### config.mk
export PLATFORM = sky130hd
export DESIGN_NAME = hms_timekeeper
export DESIGN_NICKNAME = d
export VERILOG_FILES = /design/src/rtl/hms_pkg.sv /design/src/rtl/hms_decade.sv /design/src/rtl/hms_mod60.sv /design/src/rtl/hms_hours12.sv /design/src/rtl/hms_timekeeper.sv
export SDC_FILE = /design/constraint.sdc
export NUM_CORES = 1
export LEC_CHECK = 0
export ABC_AREA = 1
export BUFFER_PORTS_ARGS = -buffer_cell sky130_fd_sc_hd__buf_4
export CORE_UTILIZATION = 45
export CTS_CLUSTER_DIAMETER = 120
export CTS_CLUSTER_SIZE = 14
export DETAILED_ROUTE_END_ITERATION = 10
export GPL_ROUTABILITY_DRIVEN = 0
export PLACE_DENSITY_LB_ADDON = 0.3
export SYNTH_ARGS = -nofsm -noshare
export SYNTH_HDL_FRONTEND = slang
export SYNTH_SLANG_ARGS = --single-unit
### constraint.sdc
create_clock -name clk -period 1.6 [get_ports clk]
set_input_delay 0.32 -clock clk [delete_from_list [all_inputs] [get_ports clk]]
set_output_delay 0.32 -clock clk [all_outputs]
set_load 0.005 [all_outputs]
### src/rtl/hms_pkg.sv
package hms_pkg;
    localparam int DIGIT_W = 4;

    typedef logic [DIGIT_W-1:0] digit_t;

    typedef struct packed {
        logic   tens;
        digit_t ones;
    } hour_t;
endpackage

### src/rtl/hms_decade.sv
module hms_decade #(
    parameter int W    = 4,
    parameter int LAST = 9
) (
    input  logic         clk,
    input  logic         rst_n,
    input  logic         en_i,
    output logic [W-1:0] digit_o,
    output logic         last_o
);
    localparam logic [W-1:0] LAST_V = W'(LAST);
    localparam logic [W-1:0] ONE_V  = W'(1);

    logic [W-1:0] cnt_d, cnt_q;

    always_comb begin
        cnt_d = cnt_q;
        if (en_i) begin
            if (cnt_q == LAST_V) cnt_d = '0;
            else                 cnt_d = cnt_q + ONE_V;
        end
    end

    always_ff @(posedge clk or negedge rst_n) begin
        if (!rst_n) cnt_q <= '0;
        else        cnt_q <= cnt_d;
    end

    assign digit_o = cnt_q;
    assign last_o  = (cnt_q == LAST_V);
endmodule

### src/rtl/hms_mod60.sv
module hms_mod60
    import hms_pkg::*;
#(
    parameter int ONES_LAST = 9,
    parameter int TENS_LAST = 5
) (
    input  logic   clk,
    input  logic   rst_n,
    input  logic   en_i,
    output digit_t ones_o,
    output digit_t tens_o,
    output logic   last_o
);
    localparam int STAGES = 2;

    function automatic int stage_last(input int idx);
        return (idx == 0) ? ONES_LAST : TENS_LAST;
    endfunction

    logic [STAGES-1:0]              en_chain;
    logic [STAGES-1:0]              at_last;
    logic [STAGES-1:0][DIGIT_W-1:0] digits;

    for (genvar i = 0; i < STAGES; i++) begin : g_stage
        if (i == 0) begin : g_first
            assign en_chain[i] = en_i;
        end else begin : g_next
            assign en_chain[i] = en_chain[i-1] & at_last[i-1];
        end

        hms_decade #(
            .W    (DIGIT_W),
            .LAST (stage_last(i))
        ) u_dec (
            .clk     (clk),
            .rst_n   (rst_n),
            .en_i    (en_chain[i]),
            .digit_o (digits[i]),
            .last_o  (at_last[i])
        );
    end

    assign ones_o = digits[0];
    assign tens_o = digits[1];
    assign last_o = &at_last;
endmodule

### src/rtl/hms_hours12.sv
module hms_hours12
    import hms_pkg::*;
#(
    parameter int RESET_ONES = 2,
    parameter int WRAP_ONES  = 2,
    parameter int FIRST_ONES = 1
) (
    input  logic   clk,
    input  logic   rst_n,
    input  logic   en_i,
    output logic   tens_o,
    output digit_t ones_o
);
    localparam digit_t RESET_V = DIGIT_W'(RESET_ONES);
    localparam digit_t WRAP_V  = DIGIT_W'(WRAP_ONES);
    localparam digit_t FIRST_V = DIGIT_W'(FIRST_ONES);
    localparam digit_t NINE_V  = DIGIT_W'(9);
    localparam digit_t ONE_V   = DIGIT_W'(1);

    hour_t hr_d, hr_q;

    always_comb begin
        hr_d = hr_q;
        if (en_i) begin
            if (hr_q.tens && hr_q.ones == WRAP_V) begin
                hr_d.tens = 1'b0;
                hr_d.ones = FIRST_V;
            end else if (hr_q.ones == NINE_V) begin
                hr_d.tens = 1'b1;
                hr_d.ones = '0;
            end else begin
                hr_d.ones = hr_q.ones + ONE_V;
            end
        end
    end

    always_ff @(posedge clk or negedge rst_n) begin
        if (!rst_n) begin
            hr_q.tens <= 1'b1;
            hr_q.ones <= RESET_V;
        end else begin
            hr_q <= hr_d;
        end
    end

    assign tens_o = hr_q.tens;
    assign ones_o = hr_q.ones;
endmodule

### src/rtl/hms_timekeeper.sv
module hms_timekeeper
    import hms_pkg::*;
(
    input  logic       clk,
    input  logic       rst_n,
    input  logic       tick,
    output logic [3:0] sec_ones,
    output logic [3:0] sec_tens,
    output logic [3:0] min_ones,
    output logic [3:0] min_tens,
    output logic [3:0] hr_ones,
    output logic       hr_tens
);
    logic sec_at59, min_at59;
    logic min_en, hr_en;

    assign min_en = tick & sec_at59;
    assign hr_en  = min_en & min_at59;

    hms_mod60 u_sec (
        .clk    (clk),
        .rst_n  (rst_n),
        .en_i   (tick),
        .ones_o (sec_ones),
        .tens_o (sec_tens),
        .last_o (sec_at59)
    );

    hms_mod60 u_min (
        .clk    (clk),
        .rst_n  (rst_n),
        .en_i   (min_en),
        .ones_o (min_ones),
        .tens_o (min_tens),
        .last_o (min_at59)
    );

    hms_hours12 u_hr (
        .clk    (clk),
        .rst_n  (rst_n),
        .en_i   (hr_en),
        .tens_o (hr_tens),
        .ones_o (hr_ones)
    );
endmodule

### Yosys cells after proc, flatten, opt, wreduce, memory -nomap -nowiden

Cells that the tools add are included.

| word-level totals | value |
|---|---|
| flip-flop bits (word level) | 21 |
| bits in writable memories | 0 |
| bits of input ports | 3 |
| latch bits | 0 |
| memories | 0 |
| ROM bits | 0 |

| operators by class | value |
|---|---|
| div/mod/pow operators | 0 |
| bitwise gates (word level) | 4 |
| multiply operators | 0 |
| mux-type cells | 7 |
| reduce and logical (&&, ||, !) cells | 5 |
| add/sub/neg operators | 5 |
| shifts and indexed selects | 0 |
| eq/ne operators | 6 |
| $lt $le $gt $ge | 0 |

Operator list:

| operator | number |
|---|---|
| 4-bit by 1-bit adder with 4-bit output (second input constant) | 5 |
| 4-bit two-way mux | 5 |
| 4-bit equality test (second input constant) | 3 |
| 4-bit by 3-bit equality test with 1-bit output (second input constant) | 2 |
| 2-bit AND reduction | 3 |
| 5-bit two-way mux | 1 |
| 1-bit AND | 4 |
| 4-bit by 2-bit equality test with 1-bit output (second input constant) | 1 |
| 2-bit nonzero test | 1 |
| 1-bit logical AND | 1 |
| 1-bit two-way mux | 1 |

### Depth between registers and ports, before layout

Gate-level depths: netlist of the first run.

| depth | value |
|---|---|
| depth after elaboration | 5 |
| mapped depth | 9 |
| depth with buffers taken out | 9 |

### By module

Synthesis of the first run repeated with hierarchy kept, for this count alone.

| unflattened totals | value |
|---|---|
| cell total of the unflattened synthesis | 146 |
| area total of the unflattened synthesis | 1117.3 µm² |

Modules (own cells, without submodules):

| module | cells each | sequential area each (µm²) | instances | area an instance (µm²) |
|---|---|---|---|---|
| hms_decade at u_min.g_stage[1].u_dec ... | 28 | 100.1 | 2 | 203.9 |
| hms_decade at u_min.g_stage[0].u_dec ... | 22 | 100.1 | 2 | 198.9 |
| hms_hours12 | 34 | 127.6 | 1 | 264.0 |
| hms_mod60 | 4 | 0.0 | 2 | 15.0 |
| hms_timekeeper | 4 | 0.0 | 1 | 17.5 |

### Worst setup path after synthesis of the first run

No wires, ideal clock.

| path | value |
|---|---|
| path kind | reg-to-reg |
| start | register u_sec.g_stage[0].u_dec.cnt_q[2] |
| end | register u_min.g_stage[1].u_dec.cnt_q[3] |
| cell stages (with the launch flop) | 9 |
| clock period less this slack | 1.241 ns |
| slack | 0.359 ns |
| buffers on the path | 0 |
| data required time | 1.479 ns |
| arrival time | 1.120 ns |
| cells stage by stage | dfrtp_1 -> clkinv_2 -> nand2_2 -> nor2_4 -> nand2_4 -> nor2_8 -> nand2_4 -> nand2_1 -> o21ai_2 |

| between the ends | value |
|---|---|
| longest elaborated chain between the ends | 4 |

RTL lines:

| what | line | RTL |
|---|---|---|
| from (decl) | hms_decade.sv:14 | `logic [W-1:0] cnt_d, cnt_q;` |
| from (signal assigned) | hms_decade.sv:26 | `else cnt_q <= cnt_d;` |
| 4-bit equality test | hms_decade.sv:30 | `assign last_o = (cnt_q == LAST_V);` |
| 2-bit AND reduction | hms_mod60.sv:45 | `assign last_o = &at_last;` |
| 1-bit AND | hms_timekeeper.sv:17 | `assign min_en = tick & sec_at59;` |
| 1-bit AND | hms_mod60.sv:28 | `assign en_chain[i] = en_chain[i-1] & at_last[i-1];` |
| to (signal assigned) | hms_decade.sv:26 |  |
| to (decl) | hms_decade.sv:14 |  |

Every way passes these cells.
A chain may end at the register's enable or synchronous reset.

### Worst setup path after layout of the first run

| path | value |
|---|---|
| start | register u_hr.hr_q (netlist bit u_hr.ones_o[1]) |
| end | output port hr_ones[1] |

RTL lines:

| what | line | RTL |
|---|---|---|
| from (decl) | hms_hours12.sv:20 | `hour_t hr_d, hr_q;` |
| from (signal assigned) | hms_hours12.sv:42 | `hr_q <= hr_d;` |
| to (decl) | hms_timekeeper.sv:11 | `output logic [3:0] hr_ones,` |

No word-level cell between the ends.

==> summary.txt, run 1 <==
Finish
  – Layout filler cell count: 239
  – # diodes: 0
  – Reg area: 528.0 um^2
  – Share of post-route cells with drive strength above 1: a little under a third
  – Final nets: 172
  – Util after Layout: 57.93%
  – Area of the multi-input gates: 579.3 um^2
  – P&R area growth vs syn: 20.74%

Clock tree
  – Reg clk slew, reported paths: 120 ps
  – Clock sinks: 21
  – TritonCTS Buffers: 3
  – Hold_buf cts: 1
  – Maximum root-to-sink buffer count: 2
  – Post CTS Setup Buffer Count: 0
  – H-Tree Depth: 1
  – CTS tree: done
  – Post_cts resized: 0
  – Worst-Skew Late Latency: 300 ps
  – Root buffer cell: clkbuf_4

Yosys
  – Top cells by area, synth: dfrtp_1 (40%), nand2_1 (8.8%), xor2_1 (5.2%), inv_1 (5.1%), nand3_1 (4.6%)
  – Post-synth top area share: 40.00%
  – Area leader, netlist: dfrtp_1
  – Synthesized flop and latch total: 21
  – Cells after synthesis: 140
  – Seq/Total Area, Yosys: 44.42%
  – Post-synth cell types: 25
  – Mapped Area: 1189 um^2
  – Mean Syn Cell Area: approximately 8.5 um^2
  – Ys Warns: 0
  – Syn_nets: around 140

Hold path
  – Worst hold path type: input port to flip-flop

Power and ir drop
  – Leak: 0.7308 nW
  – PD cells: 1171 nW/um^2
  – Max VDD drop: 0.8451 mV

Job
  – Max Cap Violations: 0

Timing
  – Final hold vios: 0
  – Relative slew slack: between 70% and 80%
  – Crit path time final: 1365 ps
  – Post-route clock period utilization: 85.30%
  – Max Clock Freq: 732.7 MHz
  – Final clock skew: approximately 4.3 ps
  – Final slew viol count: 0
  – Worst Tran Pin Value: 310.3 ps
  – Setup violators final: 0
  – RSZ-0062 raised after global routing: false
  – Setup TNS: 0 ps

Global route
  – Global-route wire length before repair: approximately 3500 um
  – GRT Util Overall: 17.03%
  – Initial antenna violation count: 0
  – Gr ovfl total: 0
  – Pin count of the biggest net entering global routing: 22
  – Number of global-route vias before repair: 839

Routing
  – DR top layer: met4
  – DRT iter0 DRCs: 13
  – Total Wirelength: 2095 um
  – # DRC: 0
  – Avg WL per Cell: 10.58 um
  – Post-DRT Antenna Nets: 0
  – M1 WL: 987 um
  – DR WL met2: 993 um
  – 1st-pass router iterations: 4
  – Via count: 984
  – Metal3 WL: 85 um
  – Vias per inst: 4.970

Critical path
  – Crit-path max FO: 7
  – Buf/Inv on CP: 1
  – Slowest CP cell: dfstp_2
  – Critical path, cell by cell: buf_4
  – CP Class: flip-flop to output port
  – CP endpoint kind: output port
  – Crit path launch type: flip-flop
  – Crit path required time: ~1300 ps
  – Top delay family on crit path: flip-flops
  – CP arrival: 1040 ps
  – Max incr delay on CP: 610 ps

Placed design
  – HPWL after DPL: around 1700 um
  – Port Buffer Count: 23

Floorplanning
  – Rows: 18
  – Die area: 2851 um^2
  – Die width: about 53 um
  – Core area: around 2500 um^2
  – Die H: 53.40 um
  – Initial core utilization: 47.98%
  – I/O Pins: 24

Status
  – Status: completed
metrics by stage:
stage          area [um^2]  hold slack (ps)  power, mW  std cells  setup WS (ps)
2_1_floorplan         1189            24.41      1.168        140          358.9
3_3_place_gp          1399            216.3      1.411        193          332.7
3_5_place_dp          1399            221.0      1.440        193          269.9
4_1_cts               1435            288.3      1.700        198          238.2
5_1_grt               1435            298.6      1.823        198          155.7
6_report              1435            283.6      1.680        198          235.1
worst paths after layout:
path	start	end	slack [ps]	depth (start not counted)
max	u_hr.ones_o[1]	hr_ones[1]	240	1
min reg2reg	u_hr.tens_o	u_hr.tens_o	490	2
min in group asynchronous	rst_n	u_min.g_stage[0].u_dec.digit_o[2]	420	2
max in group asynchronous	rst_n	u_hr.ones_o[1]	910	2
min	tick	u_sec.g_stage[0].u_dec.digit_o[0]	280	3
max reg2reg	u_sec.g_stage[0].u_dec.digit_o[2]	u_min.g_stage[1].u_dec.digit_o[3]	280	8
registers in the layout (all words and copies together), names as in the netlist:
register and count:
u_hr.ones_o 4, u_hr.tens_o 1, u_min.g_stage.u_dec.digit_o 8, u_sec.g_stage.u_dec.digit_o 8
power breakdown:
part	internal (mW)	total, mW	switching, mW
Combinational	0.292	0.626	0.334
Clock	0.0971	0.256	0.159
Sequential	0.649	0.798	0.150
cells by family after synthesis:
kind of cell	Yosys count	share of synthesized area, %
AO/OA/AOI/OAI	20	10.00
XOR/XNOR	7	5.158
buffers and inverters	21	6.842
flip-flops	21	44.42
AND/OR/NAND/NOR	71	33.58
final cells by class:
| cell class | count | share of cell area [%] |
|---|---|---|
| tap | 30 | 2.616 |
| multi-input combinational | 98 | 40.37 |
| clock buffer | 4 | 1.831 |
| sequential | 21 | 36.79 |
| timing repair buffer | 24 | 12.73 |
| inverter | 21 | 5.667 |
placed cells by master, fill, tap and decap left out:
cell type	count
nor3_1	1
o21bai_1	1
dfrtp_1	19
dlygate4sd3_1	1
dfstp_2	2
inv_1	16
o21ai_1	2
o21a_1	1
xor2_1	7
nor3_2	1
clkbuf_4	3
o22ai_1	1
nor3b_1	1
nor2_8	2
o21ai_0	9
nand2_2	6
nand2_4	3
nor2_4	3
buf_4	23
clkbuf_1	1
a31oi_1	1
nand4_1	6
inv_2	3
nor2_1	9
clkinv_2	2
a21oi_1	2
o21ai_2	3
nand2_1	28
nand3_1	11
synth_stat cells, drive strengths merged:
cell type / number
nand2: 37
dfrtp: 19
inv: 19
nor2: 14
o21ai: 14
nand3: 11
xor2: 7
nand4: 6
a21oi: 2
clkinv: 2
dfstp: 2
nor3: 2
a31oi: 1
nor3b: 1
o21a: 1
o21bai: 1
o22ai: 1
routing by layer:
metal | up-vias | GRT usage [%]
li1 | 505 | -
met1 | 456 | 22.34
met2 | 18 | 27.71
met3 | 5 | 2.586
met4 | 0 | 6.579
met5 | - | 0
(Power assumes the default switching activity.)
==> inputs of run 2 (changes only) <==
--- a/config.mk
+++ b/config.mk
@@ -7,7 +7,7 @@
 export LEC_CHECK = 0
 export ABC_AREA = 1
 export BUFFER_PORTS_ARGS = -buffer_cell sky130_fd_sc_hd__buf_4
-export CORE_UTILIZATION = 45
+export CORE_UTILIZATION = 53
 export CTS_CLUSTER_DIAMETER = 120
 export CTS_CLUSTER_SIZE = 14
 export DETAILED_ROUTE_END_ITERATION = 10
==> constraint.sdc (replaced) <==
create_clock -name clk -period 1.77 [get_ports clk]
set_input_delay 0.354 -clock clk [delete_from_list [all_inputs] [get_ports clk]]
set_output_delay 0.354 -clock clk [all_outputs]
set_load 0.005 [all_outputs]
==> run 2 against run 1 <==
  * Non-clock buffer count did not move
  * Count of clock-buffer cells in the layout fell by 1
  * Clock power decreased by 11%
  * Flip-flop and latch count did not move
  * First-iteration DRC count is 54% higher
  * Sequential power is 10% lower
  * Global-route usage increased by 4.9 points
  * Critical path depth is the same
==> summary.txt, run 2 (synthesis results as in run 1) <==
Status
  – Status: completed

Clock tree
  – CTS tree: done
  – TritonCTS Buffers: 3
  – H-Tree Depth: 1
  – Maximum root-to-sink buffer count: 2
  – Hold_buf cts: 1
  – Root buffer cell: clkbuf_4
  – Reg clk slew, reported paths: 120 ps
  – Post_cts resized: 0
  – Worst-Skew Late Latency: about 300 ps
  – Post CTS Setup Buffer Count: 0
  – Clock sinks: 21

Critical path
  – Reg-to-reg slack, setup: 430 ps
  – Cells on worst reg2reg path: 8
  – Crit-path max FO: 7
  – CP Class: flip-flop to output port
  – Buf/Inv on CP: 1
  – Slowest CP cell: dfstp_2
  – Critical path, cell by cell: buf_4
  – Crit path required time: 1420 ps
  – CP endpoint kind: output port
  – Max incr delay on CP: 630 ps
  – CP arrival: 1070 ps
  – Cell count along the critical path: 1
  – Crit path launch type: flip-flop
  – Top delay family on crit path: flip-flops

Finish
  – Final nets: 172
  – P&R area growth vs syn: 20.53%
  – Commonest non-fill, non-tap cell in the layout: nand2_1
  – Commonest cells after routing, fill and taps aside: nand2_1 (28), buf_4 (23), dfrtp_1 (19)
  – Layout filler cell count: about 170
  – Reg area: 528.0 um^2
  – Layout Cell Area excl Fill: about 1400 um^2
  – # diodes: 0
  – Share of post-route cells with drive strength above 1: a little over 30%
  – Finished Layout Cells: 195
  – Area of the multi-input gates: ~580 um^2

Power and ir drop
  – Internal power: 935.5 uW
  – Sw Pwr: roughly 590 uW
  – PD cells: between 1000 and 1500 nW/um^2
  – Pwr Total: ~1.5 mW
  – Max VDD drop: 1.010 mV
  – Part of the power in the clock network: 15.0%
  – Sw Ratio: around two fifths
  – Leak: 0.7335 nW
  – Register share of total power: between 40 and 50%
  – Combinational group share of total power: a little under two fifths

Floorplanning
  – I/O Pins: 24
  – Die width: 49.36 um
  – Initial core utilization: 58.21%
  – Die area: 2436 um^2
  – Rows: 16
  – Die H: just under 50 um
  – Core area: 2042 um^2

Placed design
  – Worst slack at placement: 445.4 ps
  – Port Buffer Count: 23
  – Placed cells: 190
  – HPWL after DPL: about 1900 um
  – Placed Area: 1395 um^2

Timing
  – PnR worst setup slack: between 300 and 400 ps
  – Setup violators final: 0
  – Crit path time final: 1422 ps
  – Worst Tran Pin Value: 326.9 ps
  – Setup TNS: 0 ps
  – Final clock skew: 5.002 ps
  – Final hold vios: 0
  – Post-route clock period utilization: around 80%
  – Final slew viol count: 0
  – Relative slew slack: 78.09%
  – Max Clock Freq: 703.4 MHz
  – RSZ-0062 raised after global routing: false

Global route
  – Initial antenna violation count: 0
  – Gr ovfl total: 0
  – Number of global-route vias before repair: 1009
  – Pin count of the biggest net entering global routing: 22
  – Global-route wire length before repair: a little over 4000 um
  – GRT Util Overall: 21.95%

Hold path
  – Worst hold path type: input port to flip-flop
  – Hold Path Depth: 3

Routing
  – 1st-pass router iterations: 4
  – Total Wirelength: between 2000 and 2500 um
  – Via count: 1048
  – Avg WL per Cell: around 12 um
  – DR WL met2: 1152 um
  – Metal3 WL: roughly 110 um
  – Post-DRT Antenna Nets: 0
  – M1 WL: 1001 um
  – DR top layer: met4
  – DRT iter0 DRCs: 20
  – # DRC: 0
  – Vias per inst: 5.374

Job
  – Max Cap Violations: 0
[run 2: cell types whose count changed in the layout (fill, tap and decap cells not counted), sizes merged]
cell    change
clkinv      +1
clkbuf      -1
[run 2: worst reg2reg max path: stages (launching register included)]
cell and delay (ps):
dfrtp_1 430, clkinv_2 80, nand2_2 80, nor2_4 160
nand2_4 80, nor2_8 160, nand2_4 100, nand2_1 90
o21ai_2 60
[run 2: path summary, 6_finish.rpt]
check / startpoint / end
min in group asynchronous: rst_n / u_min.g_stage[1].u_dec.digit_o[2]
max in group asynchronous: rst_n / u_hr.tens_o
worst max-delay path: u_hr.ones_o[1] / hr_ones[1]
worst max register to register: u_sec.g_stage[0].u_dec.digit_o[2] / u_min.g_stage[1].u_dec.digit_o[1]
worst min register to register: u_hr.tens_o / u_hr.tens_o
worst min-delay path: tick / u_sec.g_stage[0].u_dec.digit_o[0]
[run 2: power by group through the flow]
stage | Sequential [mW] | Clock, mW | Combinational, mW
floorplan | 0.720 | 0 | 0.336
global placement | 0.716 | 0 | 0.558
detailed placement | 0.727 | 0 | 0.581
CTS | 0.718 | 0.236 | 0.585
global route | 0.736 | 0.250 | 0.640
finish | 0.717 | 0.229 | 0.584
[run 2: metrics by stage]
step | utilization, % | hold WS (ps)
2_1_floorplan | - | 58.41
5_1_grt | 70.16 | 356.8
4_1_cts | 70.16 | 348.2
6_report | 70.16 | 339.4
3_3_place_gp | 68.32 | 245.7
3_5_place_dp | 68.32 | 251.5
[run 2: layout make-up]
class,instances,share of cell area [%]
well taps,27,2.358
inverters,21,5.677
clock inverters,1,0.3493
multi-input cells,98,40.44
repair buffers,24,12.75
clock buffers,3,1.572
flip-flops and latches,21,36.86
[run 2: layer usage]
| metal | vias up | GRT usage (%) |
|---|---|---|
| met5 | - | 0 |
| met1 | 493 | 24.45 |
| met3 | 8 | 3.738 |
| li1 | 512 | - |
| met2 | 35 | 40.18 |
| met4 | 0 | 9.804 |
==> inputs of run 3 (changes only) <==
==> constraint.sdc (replaced) <==
create_clock -name clk -period 1.39 [get_ports clk]
set_input_delay 0.278 -clock clk [delete_from_list [all_inputs] [get_ports clk]]
set_output_delay 0.278 -clock clk [all_outputs]
set_load 0.005 [all_outputs]
==> run 3 against run 2 <==
  * Global-route usage down 0.14 points
  * Count of clock-buffer cells in the layout up 1
  * Cell count up 4.6%
  * Sequential power up 26%
  * Worst hold slack worse by 82 ps
  * Non-clock buffer count up 9
  * Core utilization up 3.9 points
  * Critical path type unchanged
  * Critical endpoint unchanged
==> summary.txt, run 3 (synthesis results as in run 1) <==
Floorplanning
  – Core area: 2042 um^2
  – I/O Pins: 24
  – Die H: 49.36 um
  – Die area: 2436 um^2
  – Die width: between 40 and 50 um
  – Rows: 16
  – Initial core utilization: ~58%

Critical path
  – Slowest CP cell: dfstp_2
  – Cell count along the critical path: 1
  – Max incr delay on CP: slightly above 600 ps
  – CP endpoint kind: output port
  – Reg-to-reg slack, setup: roughly 90 ps
  – Top delay family on crit path: flip-flops
  – Crit path launch type: flip-flop
  – CP Launch Point: u_hr.ones_o[1]
  – Worst R2R Start: u_sec.g_stage[1].u_dec.digit_o[1]
  – Crit-path max FO: 7
  – Worst Setup EP: hr_ones[1]
  – Cells on worst reg2reg path: 8
  – Crit path required time: 1110 ps
  – Worst r2r dst: u_min.g_stage[1].u_dec.digit_o[2]
  – Buf/Inv on CP: 1
  – Critical path, cell by cell: buf_4
  – CP Class: flip-flop to output port
  – CP arrival: 1050 ps

Power and ir drop
  – Pwr Total: between 2 and 2.5 mW
  – PD cells: around 1400 nW/um^2
  – Leak: 0.7788 nW
  – Max VDD drop: 1.201 mV

Placed design
  – HPWL after DPL: 1760 um
  – Port Buffer Count: 23
  – Worst slack at placement: 72.71 ps

Timing
  – Relative slew slack: about four fifths
  – Setup violators final: 0
  – Final slew viol count: 0
  – Post-route clock period utilization: between 90% and 100%
  – Max Clock Freq: 752.4 MHz
  – Worst Tran Pin Value: between 300 and 400 ps
  – Final clock skew: 1.595 ps
  – Final hold vios: 0
  – Crit path time final: 1329 ps
  – PnR worst setup slack: ~61 ps

Finish
  – Final nets: 181
  – Util after Layout: about three quarters
  – Commonest cells after routing, fill and taps aside: buf_4 (31), nand2_1 (27), dfrtp_1 (18)
  – # diodes: 0
  – Share of post-route cells with drive strength above 1: 35.59%
  – Commonest non-fill, non-tap cell in the layout: buf_4
  – P&R area growth vs syn: 27.16%

Routing
  – Total Wirelength: 2398 um
  – Vias per inst: 5.172
  – Avg WL per Cell: 11.75 um
  – 1st-pass router iterations: 5
  – Via count: between 1000 and 1500
  – # DRC: 0
  – Post-DRT Antenna Nets: 0
  – DRT iter0 DRCs: 31

Clock tree
  – Worst-Skew Late Latency: 300 ps
  – CTS tree: done
  – Clock sinks: 21
  – Reg clk slew, reported paths: between 100 and 150 ps
  – H-Tree Depth: 1
  – Root buffer cell: clkbuf_4
  – TritonCTS Buffers: 3
  – Maximum root-to-sink buffer count: 2

Job
  – Max Cap Violations: 0

Global route
  – Initial antenna violation count: 0
  – GRT Util Overall: a little over a fifth
  – Global-route wire length before repair: 4008 um
  – Pin count of the biggest net entering global routing: 22
  – Gr ovfl total: 0
  – Number of global-route vias before repair: between 900 and 1000

Hold path
  – Hold Path Depth: 3
  – Worst hold path type: input port to flip-flop

Status
  – Status: completed
[run 3: where the power goes]
part | total, mW | switching [mW] | internal, mW
Clock | 0.285 | 0.173 | 0.112
Combinational | 0.923 | 0.464 | 0.459
Sequential | 0.901 | 0.151 | 0.750
[run 3: metal layers]
layer	track usage (%)	up-vias	routed length, um
met5	0	-	0
met4	3.431	0	4
met3	7.477	3	127
met2	39.73	30	1227
met1	24.65	490	1039
li1	-	532	-
[run 3: cell type report]
class                   count  area, um^2
clock buffers               4       26.28
fillers                   161       530.5
repair buffers             33       254.0
well taps                  27       33.78
flip-flops and latches     21       529.3
multi-input cells          98       586.8
inverters                  21       81.33
[run 3: how the worst min path moves through the flow]
stage | from | endpoint | slack [ps]
after global placement | rst_n | u_min.g_stage[1].u_dec.digit_o[1] | 170
after global routing | tick | u_sec.g_stage[0].u_dec.digit_o[0] | 230
final | tick | u_sec.g_stage[0].u_dec.digit_o[0] | 260
after CTS | tick | u_sec.g_stage[0].u_dec.digit_o[0] | 250
after detailed placement | rst_n | u_min.g_stage[1].u_dec.digit_o[2] | 180
after floorplan | rst_n | u_hr.ones_o[0] | -20
[run 3: per-stage QoR]
step / cells / instance area [um^2] / TNS [ps] / hold WS, ps
finish: 204 / 1511 / 0 / 257.6
global route: 204 / 1511 / -26.48 / 229.8
CTS: 196 / 1439 / 0 / 247.1
detailed placement: 191 / 1403 / 0 / 175.7
global placement: 191 / 1403 / 0 / 170.2
floorplan: 140 / 1189 / 0 / -17.59
[run 3: worst min-delay path, cell delays in order]
cell and delay (ps):
buf_4 110, nor2_1 40, nor2_1 90
[run 3: timing repair]
action,CTS,global route
resized for setup,0,7
endpoints found under the setup margin,0,7
hold endpoints to repair,19,0
hold buffers,1,0
setup buffers,0,9
